`src/rtl/oneshot_pkg.sv`:
```
package oneshot_pkg;

  // Retrigger policy selected by the lock input.
  typedef enum logic {
    MODE_RETRIG = 1'b0,
    MODE_LOCK   = 1'b1
  } os_mode_e;

  // Qualified trigger events seen in one cycle.
  typedef struct packed {
    logic fall_hit;
    logic rise_hit;
  } os_hits_t;

endpackage

```
`src/rtl/os_sync.sv`:
```
module os_sync #(
  parameter int W      = 1,
  parameter int STAGES = 2
) (
  input  logic         clk,
  input  logic         rst_n,
  input  logic [W-1:0] d_i,
  output logic [W-1:0] q_o
);

  logic [STAGES-1:0][W-1:0] pipe;

  generate
    if (STAGES == 1) begin : g_single
      always_ff @(posedge clk or negedge rst_n) begin
        if (!rst_n) pipe <= '0;
        else        pipe <= d_i;
      end
    end else begin : g_chain
      always_ff @(posedge clk or negedge rst_n) begin
        if (!rst_n) pipe <= '0;
        else        pipe <= {pipe[STAGES-2:0], d_i};
      end
    end
  endgenerate

  assign q_o = pipe[STAGES-1];

endmodule

```
`src/rtl/os_edge_qual.sv`:
```
module os_edge_qual
  import oneshot_pkg::*;
(
  input  logic     clk,
  input  logic     rst_n,
  input  logic     fall_lvl,
  input  logic     rise_lvl,
  input  logic     clr_lvl,
  output os_hits_t hits_o,
  output logic     accept_o
);

  logic fall_prev;
  logic rise_prev;

  always_ff @(posedge clk or negedge rst_n) begin
    if (!rst_n) begin
      fall_prev <= 1'b0;
      rise_prev <= 1'b0;
    end else begin
      fall_prev <= fall_lvl;
      rise_prev <= rise_lvl;
    end
  end

  // Each edge is qualified by the present level of the opposite input.
  always_comb begin
    hits_o.fall_hit = fall_prev & ~fall_lvl & rise_lvl;
    hits_o.rise_hit = rise_lvl & ~rise_prev & ~fall_lvl;
  end

  // Clear at its synchronised level blocks acceptance in the same cycle.
  assign accept_o = (hits_o.fall_hit | hits_o.rise_hit) & clr_lvl;

  // A level held steady yields at most one event.
  p_fall_once_r11: assert property (@(posedge clk) disable iff (!rst_n)
    hits_o.fall_hit |=> !hits_o.fall_hit);
  p_rise_once_r11: assert property (@(posedge clk) disable iff (!rst_n)
    hits_o.rise_hit |=> !hits_o.rise_hit);

endmodule

```
`src/rtl/os_pulse_core.sv`:
```
module os_pulse_core
  import oneshot_pkg::*;
#(
  parameter int LEN_W = 16
) (
  input  logic             clk,
  input  logic             rst_n,
  input  logic             clr_lvl,
  input  logic             accept,
  input  os_mode_e         mode,
  input  logic [LEN_W-1:0] len_i,
  output logic             active_o
);

  localparam logic [LEN_W-1:0] ZERO = '0;
  localparam logic [LEN_W-1:0] ONE  = {{(LEN_W-1){1'b0}}, 1'b1};

  // Cycles still to run after the load cycle; length 0 behaves as 1.
  function automatic logic [LEN_W-1:0] reload_of(input logic [LEN_W-1:0] len);
    return (len == ZERO) ? ZERO : len - ONE;
  endfunction

  logic             active;
  logic [LEN_W-1:0] remain;
  logic [LEN_W-1:0] load_val;
  logic             take;

  assign load_val = reload_of(len_i);
  assign take     = accept && (!active || mode == MODE_RETRIG);

  always_ff @(posedge clk or negedge rst_n) begin
    if (!rst_n) begin
      active <= 1'b0;
      remain <= ZERO;
    end else if (!clr_lvl) begin
      active <= 1'b0;
      remain <= ZERO;
    end else if (take) begin
      active <= 1'b1;
      remain <= load_val;
    end else if (active) begin
      if (remain == ZERO) active <= 1'b0;
      else                remain <= remain - ONE;
    end
  end

  assign active_o = active;

  p_clear_ends_r6: assert property (@(posedge clk) disable iff (!rst_n)
    !clr_lvl |=> !active);
  p_idle_start_r12: assert property (@(posedge clk) disable iff (!rst_n)
    (clr_lvl && accept && !active) |=> active);
  p_retrig_reload_r4: assert property (@(posedge clk) disable iff (!rst_n)
    (clr_lvl && accept && active && mode == MODE_RETRIG)
      |=> (active && remain == $past(load_val)));
  p_lock_ignores_r5: assert property (@(posedge clk) disable iff (!rst_n)
    (clr_lvl && active && mode == MODE_LOCK && remain != ZERO)
      |=> (active && remain == $past(remain) - ONE));
  p_expire_r10: assert property (@(posedge clk) disable iff (!rst_n)
    (clr_lvl && active && remain == ZERO && !take) |=> !active);

endmodule

```
`src/rtl/oneshot_timer.sv`:
```
module oneshot_timer
  import oneshot_pkg::*;
#(
  parameter int LEN_W       = 16,
  parameter int SYNC_STAGES = 2
) (
  input  logic             clk,
  input  logic             rst_n,
  input  logic             trig_fall_i,
  input  logic             trig_rise_i,
  input  logic             clr_n_i,
  input  logic             lock_i,
  input  logic [LEN_W-1:0] len_i,
  output logic             q_o,
  output logic             qn_o
);

  localparam int NSYNC = 3;

  logic [NSYNC-1:0] raw_lvls;
  logic [NSYNC-1:0] sync_lvls;
  os_hits_t         hits;
  logic             accept;
  logic             active;

  assign raw_lvls = {clr_n_i, trig_rise_i, trig_fall_i};

  os_sync #(.W(NSYNC), .STAGES(SYNC_STAGES)) u_sync (
    .clk   (clk),
    .rst_n (rst_n),
    .d_i   (raw_lvls),
    .q_o   (sync_lvls)
  );

  os_edge_qual u_edge (
    .clk      (clk),
    .rst_n    (rst_n),
    .fall_lvl (sync_lvls[0]),
    .rise_lvl (sync_lvls[1]),
    .clr_lvl  (sync_lvls[2]),
    .hits_o   (hits),
    .accept_o (accept)
  );

  os_pulse_core #(.LEN_W(LEN_W)) u_core (
    .clk      (clk),
    .rst_n    (rst_n),
    .clr_lvl  (sync_lvls[2]),
    .accept   (accept),
    .mode     (os_mode_e'(lock_i)),
    .len_i    (len_i),
    .active_o (active)
  );

  assign q_o  = active;
  assign qn_o = ~active;

  // A held clear keeps the output low.
  p_no_spike_r7: assert property (@(posedge clk) disable iff (!rst_n)
    (!sync_lvls[2] && !q_o) |=> !q_o);

endmodule

```
`config.mk`:
```
export PLATFORM = sky130hd
export DESIGN_NAME = oneshot_timer
export DESIGN_NICKNAME = d
export VERILOG_FILES = /design/src/rtl/oneshot_pkg.sv /design/src/rtl/os_sync.sv /design/src/rtl/os_edge_qual.sv /design/src/rtl/os_pulse_core.sv /design/src/rtl/oneshot_timer.sv
export SDC_FILE = /design/constraint.sdc
export NUM_CORES = 1
export LEC_CHECK = 0
export BUFFER_PORTS_ARGS = -buffer_cell sky130_fd_sc_hd__buf_2
export CAP_MARGIN = 0
export CORE_MARGIN = 4
export CORE_UTILIZATION = 25
export DETAILED_ROUTE_END_ITERATION = 7
export PLACE_DENSITY = 0.51
export SETUP_SLACK_MARGIN = 0.2
export SLEW_MARGIN = 20
export SYNTH_ARGS = -nofsm -noshare
export SYNTH_HDL_FRONTEND = slang
export SYNTH_SLANG_ARGS = --single-unit
```
`constraint.sdc`:
```
create_clock -name clk -period 6.1 [get_ports clk]
set_clock_uncertainty 0.1 [all_clocks]
set_input_delay 0.915 -clock clk [delete_from_list [all_inputs] [get_ports clk]]
set_output_delay 0.915 -clock clk [all_outputs]
set_load 0.02 [all_outputs]
```
* Word-level counts from Yosys, hierarchy flattened
Index checks and enable logic that the tools add are counted.
** Word-level totals
- Register bits :: 25
- Input bits :: 22
- Output and inout bits :: 2
** Operators by class
- $add $sub $neg :: 2
- Equality and inequality tests :: 2
- Muxes and demuxes :: 9
- Bitwise gates (word level) :: 10
- Reductions and logical operators :: 6
** Operators with widths (number)
- $mux 16 :: 5
- $logic_not 16->1 :: 2
- $sub 16x1->16 const B :: 2
- $and 1x1->1 :: 5
- $mux 1 :: 4
- $not 1->1 :: 4
- $ne 3x1->1 const B :: 1
- $ne 3x2->1 const B :: 1
- $reduce_and 2->1 :: 1
- $logic_and 1x1->1 :: 1
- $logic_not 1->1 :: 1
- $logic_or 1x1->1 :: 1
- $or 1x1->1 :: 1

* Longest topological paths before layout
- Depth in word-level cells :: 8
- Mapped depth :: 8

* By module
Synthesis repeated with hierarchy kept, for this count alone.
** Unflattened totals
- Cells, all modules :: 183
- Area, all modules :: 1669.1 sq um
** By module, submodules not included
- os_pulse_core :: instances 1, cells each 166, area each 1407.6 sq um
- os_sync :: instances 1, cells each 9, area each 172.7 sq um
- os_edge_qual :: instances 1, cells each 7, area each 85.1 sq um
- oneshot_timer :: instances 1, cells each 1, area each 3.8 sq um

* Worst setup path before layout
Ideal clock, no wire load.
- Path type :: input-to-reg
- Start :: input len_i[0]
- End :: register u_core.remain[7]
- Arrival time :: 2310 ps
- Required time :: 5878 ps
- Path slack :: 3569 ps
- Stages on the path :: 8
- Buffers on the path :: 1
- Path through :: inv_1 > ha_1 > nor3b_2 > nand3b_2 > o311ai_4 > buf_6 > o32ai_2 > o2bb2ai_1
** Between the ends
- Longest elaborated chain between the ends :: 4
- Elaborated cells between the ends (all ways) :: 5
- Classes of those cells :: add/sub: 1; mux: 3; reduce/logical: 1
** Ends and longest elaborated chain
- start: declaration :: RTL line oneshot_timer.sv:13 : input logic [LEN_W-1:0] len_i,
- $sub 16x1->16 or $logic_not 16->1 (tied branches) :: RTL line os_pulse_core.sv:20 : return (len == ZERO) ? ZERO : len - ONE;
- $mux 16 (*) :: RTL line os_pulse_core.sv:20
- $mux 16 (*) :: RTL line os_pulse_core.sv:38 : end else if (take) begin
- $mux 16 (*) :: RTL line os_pulse_core.sv:35 : end else if (!clr_lvl) begin
- end signal: assignment :: RTL line os_pulse_core.sv:40 : remain <= load_val;
- end signal: assignment :: RTL line os_pulse_core.sv:43 : else remain <= remain - ONE;
- end: declaration :: RTL line os_pulse_core.sv:24 : logic [LEN_W-1:0] remain;
Every way passes the cells marked *; elsewhere a longest branch is shown, timed or not.
A chain may end at the register's enable or synchronous reset.

* Worst setup path in the final report
- Start :: input len_i[0]
- End :: register u_core.remain[5]
Same word-level chain as after synthesis.

==> impl_metrics.prom <==
# TYPE chip_impl_metric gauge
chip_impl_info{name="status",value="complete, no violations"} 1
chip_impl_metric{name="maxSlewHeadroom",unit="%"} 59.74
chip_impl_info{name="timing.critical_path.from_type",value="input pin"} 1
chip_impl_metric{name="grt_first_pass_wirelength",unit="mm"} 6.230
chip_impl_metric{name="setup_total_negative_slack",unit="ns"} 0
chip_impl_metric{name="dr.pass1.iters",unit=""} 4
chip_impl_metric{name="syn-mean-instance-area",unit="um^2"} 10.31
chip_impl_metric{name="ctsLongestPathBuffers",unit=""} 2
chip_impl_metric{name="start_util",unit="%"} 25.66
chip_impl_metric{name="yosysWarnings",unit=""} 0
chip_impl_metric{name="netlist.area_leader.share",unit="%"} 38.40
chip_impl_metric{name="setup_viol_count_final",unit=""} 0
chip_impl_metric{name="insertion_delay",unit="ns"} 0.29
chip_impl_metric{name="gp_congestion",unit=""} 0.7945
chip_impl_metric{name="die_area",unit="um^2"} 7872
chip_impl_metric{name="cp.required",unit="ns"} 6.18
chip_impl_metric{name="placement.io_buffers",unit=""} 23
chip_impl_metric{name="dpl-instance-area",unit="um^2"} 1799
chip_impl_metric{name="post_cts_resized",unit=""} 0
chip_impl_metric{name="via_count",unit=""} 1296
chip_impl_metric{name="cellPowerDensity",unit="nW/um^2"} 245.0
chip_impl_info{name="cp_slowest_cell",value="sky130_fd_sc_hd__o311ai_4"} 1
chip_impl_metric{name="yosys.cell_types.count",unit=""} 50
chip_impl_metric{name="grt_overflow_total",unit=""} 0
chip_impl_info{name="cts_tree",value="built"} 1
chip_impl_metric{name="post_synthesis_sequential_element_count",unit=""} 25
chip_impl_metric{name="fmax",unit="MHz"} 362.6
chip_impl_info{name="hold_worst_path_end",value="u_sync.q_o[2]"} 1
chip_impl_info{name="crit_path_cell_trace",value="buf_2 > inv_1 > ha_1 > nor3b_2 > nand3b_2 > o311ai_4 > o22ai_1 > a32o_1"} 1
chip_impl_metric{name="synth_enable_flop_cells",unit=""} 0
chip_impl_metric{name="place_worst_setup_slack",unit="ns"} 3.022
chip_impl_metric{name="ant_diodes",unit=""} 0
chip_impl_metric{name="hold_buffers",unit=""} 0
chip_impl_metric{name="synth_nets",unit=""} 183
chip_impl_info{name="synth.most_common_cell",value="sky130_fd_sc_hd__dfrtp_1"} 1
chip_impl_info{name="crit-reg2reg-launch",value="u_core.remain[0]"} 1
chip_impl_info{name="ys_top_cells_by_count",value="sky130_fd_sc_hd__dfrtp_1 (25), sky130_fd_sc_hd__nand2_1 (11), sky130_fd_sc_hd__o22ai_1 (11), sky130_fd_sc_hd__xnor2_1 (11), sky130_fd_sc_hd__xor2_1 (11)"} 1
chip_impl_metric{name="clock_tree.htree_level_count",unit=""} 1
chip_impl_metric{name="final_hold_viols",unit=""} 0
chip_impl_metric{name="die_width",unit="um"} 88.73
chip_impl_info{name="timing.setup.critical_path_class",value="input pin to flip-flop"} 1
chip_impl_info{name="synth_top_cell_by_area",value="sky130_fd_sc_hd__dfrtp_1"} 1
chip_impl_metric{name="power.static_leakage",unit="uW"} 0.0007476
chip_impl_metric{name="design_area",unit="um^2"} 1849
chip_impl_metric{name="cts_sinks",unit=""} 25
chip_impl_metric{name="p_total",unit="uW"} 453.1
chip_impl_metric{name="cts-buffers-inserted",unit=""} 3
chip_impl_info{name="post_synth_main_area_contributors",value="sky130_fd_sc_hd__dfrtp_1 (38%), sky130_fd_sc_hd__xnor2_1 (5.9%), sky130_fd_sc_hd__xor2_1 (5.9%)"} 1
chip_impl_metric{name="finalCoreUtilization",unit="%"} 29.12
chip_impl_metric{name="crit_arrival",unit="ns"} 2.84
chip_impl_metric{name="detail_route.wirelength",unit="mm"} 3.668
chip_impl_info{name="critical_path_sink_type",value="flip-flop"} 1
chip_impl_metric{name="remaining_design_rule_violation_count",unit=""} 0
chip_impl_metric{name="area_growth",unit="%"} 13.52
chip_impl_metric{name="grt_start_max_net_pins",unit=""} 26
chip_impl_metric{name="finalWorstPathRequiredPeriod",unit="ns"} 2.758
chip_impl_metric{name="floorplan.die.height",unit="um"} 88.73
chip_impl_metric{name="grt_pass1_vias",unit=""} 1309
chip_impl_metric{name="route.antenna.remaining_nets",unit=""} 0
chip_impl_metric{name="whs_path_depth",unit=""} 0
chip_impl_metric{name="reg2regPathDepth",unit=""} 7
chip_impl_metric{name="r2r_setup_slack",unit="ns"} 3.84
chip_impl_metric{name="clk_pin_slew_worst_paths",unit="ns"} 0.10
chip_impl_info{name="r2r_end",value="u_core.remain[5]"} 1
chip_impl_metric{name="route.detailed.vias_per_inst",unit=""} 5.043
chip_impl_metric{name="worst_pin_slew",unit="ns"} 0.6024
chip_impl_metric{name="timing.final.crit_share",unit="%"} 45.21
chip_impl_metric{name="seq_area_frac_synth",unit="%"} 38.40
chip_impl_metric{name="setup_ws",unit="ns"} 3.342
chip_impl_metric{name="routedWlPerCell",unit="um"} 14.27
chip_impl_metric{name="layout.nets",unit=""} 206
chip_impl_metric{name="drt_first_iter_violations",unit=""} 33
chip_impl_metric{name="timing.final.max_slew_violations",unit=""} 0
chip_impl_info{name="holdCritStartpoint",value="u_sync.pipe[2]"} 1
chip_impl_metric{name="max-cap-violations",unit=""} 0
chip_impl_info{name="hold_class",value="flip-flop to flip-flop"} 1
chip_impl_metric{name="post_synthesis_cells",unit=""} 158
chip_impl_metric{name="async_set_or_reset_register_ratio_after_synthesis",unit="%"} 100.0
chip_impl_metric{name="post-cts-setup-buffer-count",unit=""} 0
chip_impl_info{name="root_buffer",value="sky130_fd_sc_hd__clkbuf_8"} 1
chip_impl_metric{name="dp_hpwl",unit="mm"} 2.859
chip_impl_metric{name="post_route_cells_drive_above_1_share",unit="%"} 26.67
chip_impl_metric{name="io-pin-count",unit=""} 24
chip_impl_metric{name="ir_drop",unit="mV"} 0.09001
chip_impl_metric{name="fp-row-count",unit=""} 29
chip_impl_metric{name="netlist_area",unit="um^2"} 1629
chip_impl_metric{name="grt_antenna_before_repair",unit=""} 0
chip_impl_info{name="grt_setup_unrepaired",value="no"} 1
chip_impl_metric{name="core_region_area",unit="um^2"} 6350
chip_impl_metric{name="critical_path.max_fanout",unit=""} 13
chip_impl_metric{name="grt_usage",unit="%"} 10.12
chip_impl_info{name="ys_dominant_reg_cell",value="sky130_fd_sc_hd__dfrtp_1"} 1
chip_impl_metric{name="max_stage_delay",unit="ns"} 0.62
## worst max-delay path, delay by kind of cell
kind	cells	cell delay [ns]
compound gates	3	1.02
fa+ha+maj	1	0.16
buf+inv	2	0.17
simple gates	2	0.57
## power by group
group	switching, uW	internal [uW]	total [uW]
logic	83.6	61.5	145
registers	18.0	181	199
clock network	60.7	48.1	109
total	162	291	453
## state kept, by name, summed over array words and instances (netlist names)
name / count
u_core.remain: 16
u_edge.fall_prev: 1
u_sync.q_o: 3
u_core.active_o: 1
u_sync.pipe: 3
u_edge.rise_prev: 1
## stage by stage
stage / std cells / hold WS (ns)
floorplan: 158 / 0.2312
global placement: 253 / 0.2322
detailed placement: 253 / 0.2365
CTS: 257 / 0.2600
global route: 257 / 0.2692
finish: 257 / 0.2569
## worst max-delay path by stage
stage                     slack [ns]          endpoint     start  cells past startpoint
after global routing            3.10  u_core.remain[5]  len_i[0]                      8
after global placement          3.08  u_core.remain[6]  len_i[0]                      8
final                           3.34  u_core.remain[5]  len_i[0]                      8
after detailed placement        3.02  u_core.remain[5]  len_i[0]                      8
after CTS                       3.33  u_core.remain[5]  len_i[0]                      8
after floorplan                 3.57  u_core.remain[7]  len_i[0]                      8
## layout make-up
type | instances | area, um^2
clock buffers | 3 | 41.29
clock inverters | 1 | 8.758
fillers | 642 | 4501
inverters | 6 | 22.52
multi-input cells | 122 | 939.7
flip-flops and latches | 25 | 625.6
well taps | 77 | 96.34
repair buffers | 23 | 115.1
## routing by layer
| metal | track usage, % | vias to the layer above | routed length [um] |
|---|---|---|---|
| met2 | 15.79 | 35 | 1677 |
| met4 | 5.082 | 0 | 108 |
| met3 | 1.024 | 9 | 143 |
| met1 | 13.87 | 622 | 1739 |
| met5 | 0 | - | 0 |
| li1 | - | 630 | - |
## cell families (layout without fill, tap and decap cells)
family                     Yosys count  in the layout  share of synthesized area, %
and+or+nand+nor                     65             65                         27.03
AOI/OAI and AO/OA                   31             31                         15.90
DFF                                 25             25                         38.40
xor gates and xnor gates            22             22                         11.83
buffers and inverters               11             33                         3.916
adders and majority gates            3              3                         2.304
muxes                                1              1                        0.6145
## cells in the final DEF (no fill, tap or decap), types with 3 or more instances in the layout
| cell | Yosys | final |
|---|---|---|
| sky130_fd_sc_hd__dfrtp_1 | 25 | 25 |
| sky130_fd_sc_hd__nor3_1 | 7 | 7 |
| sky130_fd_sc_hd__xnor2_1 | 11 | 11 |
| sky130_fd_sc_hd__xor2_1 | 11 | 11 |
| sky130_fd_sc_hd__nor2_1 | 9 | 9 |
| sky130_fd_sc_hd__nand3_1 | 5 | 5 |
| sky130_fd_sc_hd__nand4b_1 | 3 | 3 |
| sky130_fd_sc_hd__ha_1 | 3 | 3 |
| sky130_fd_sc_hd__nor4_1 | 3 | 3 |
| sky130_fd_sc_hd__o21ai_0 | 3 | 3 |
| sky130_fd_sc_hd__o22ai_1 | 11 | 11 |
| sky130_fd_sc_hd__clkbuf_8 | 0 | 3 |
| sky130_fd_sc_hd__inv_1 | 6 | 6 |
| sky130_fd_sc_hd__buf_2 | 1 | 23 |
| sky130_fd_sc_hd__nand2_1 | 11 | 11 |
No activity file was read; power rests on OpenSTA's default activity.
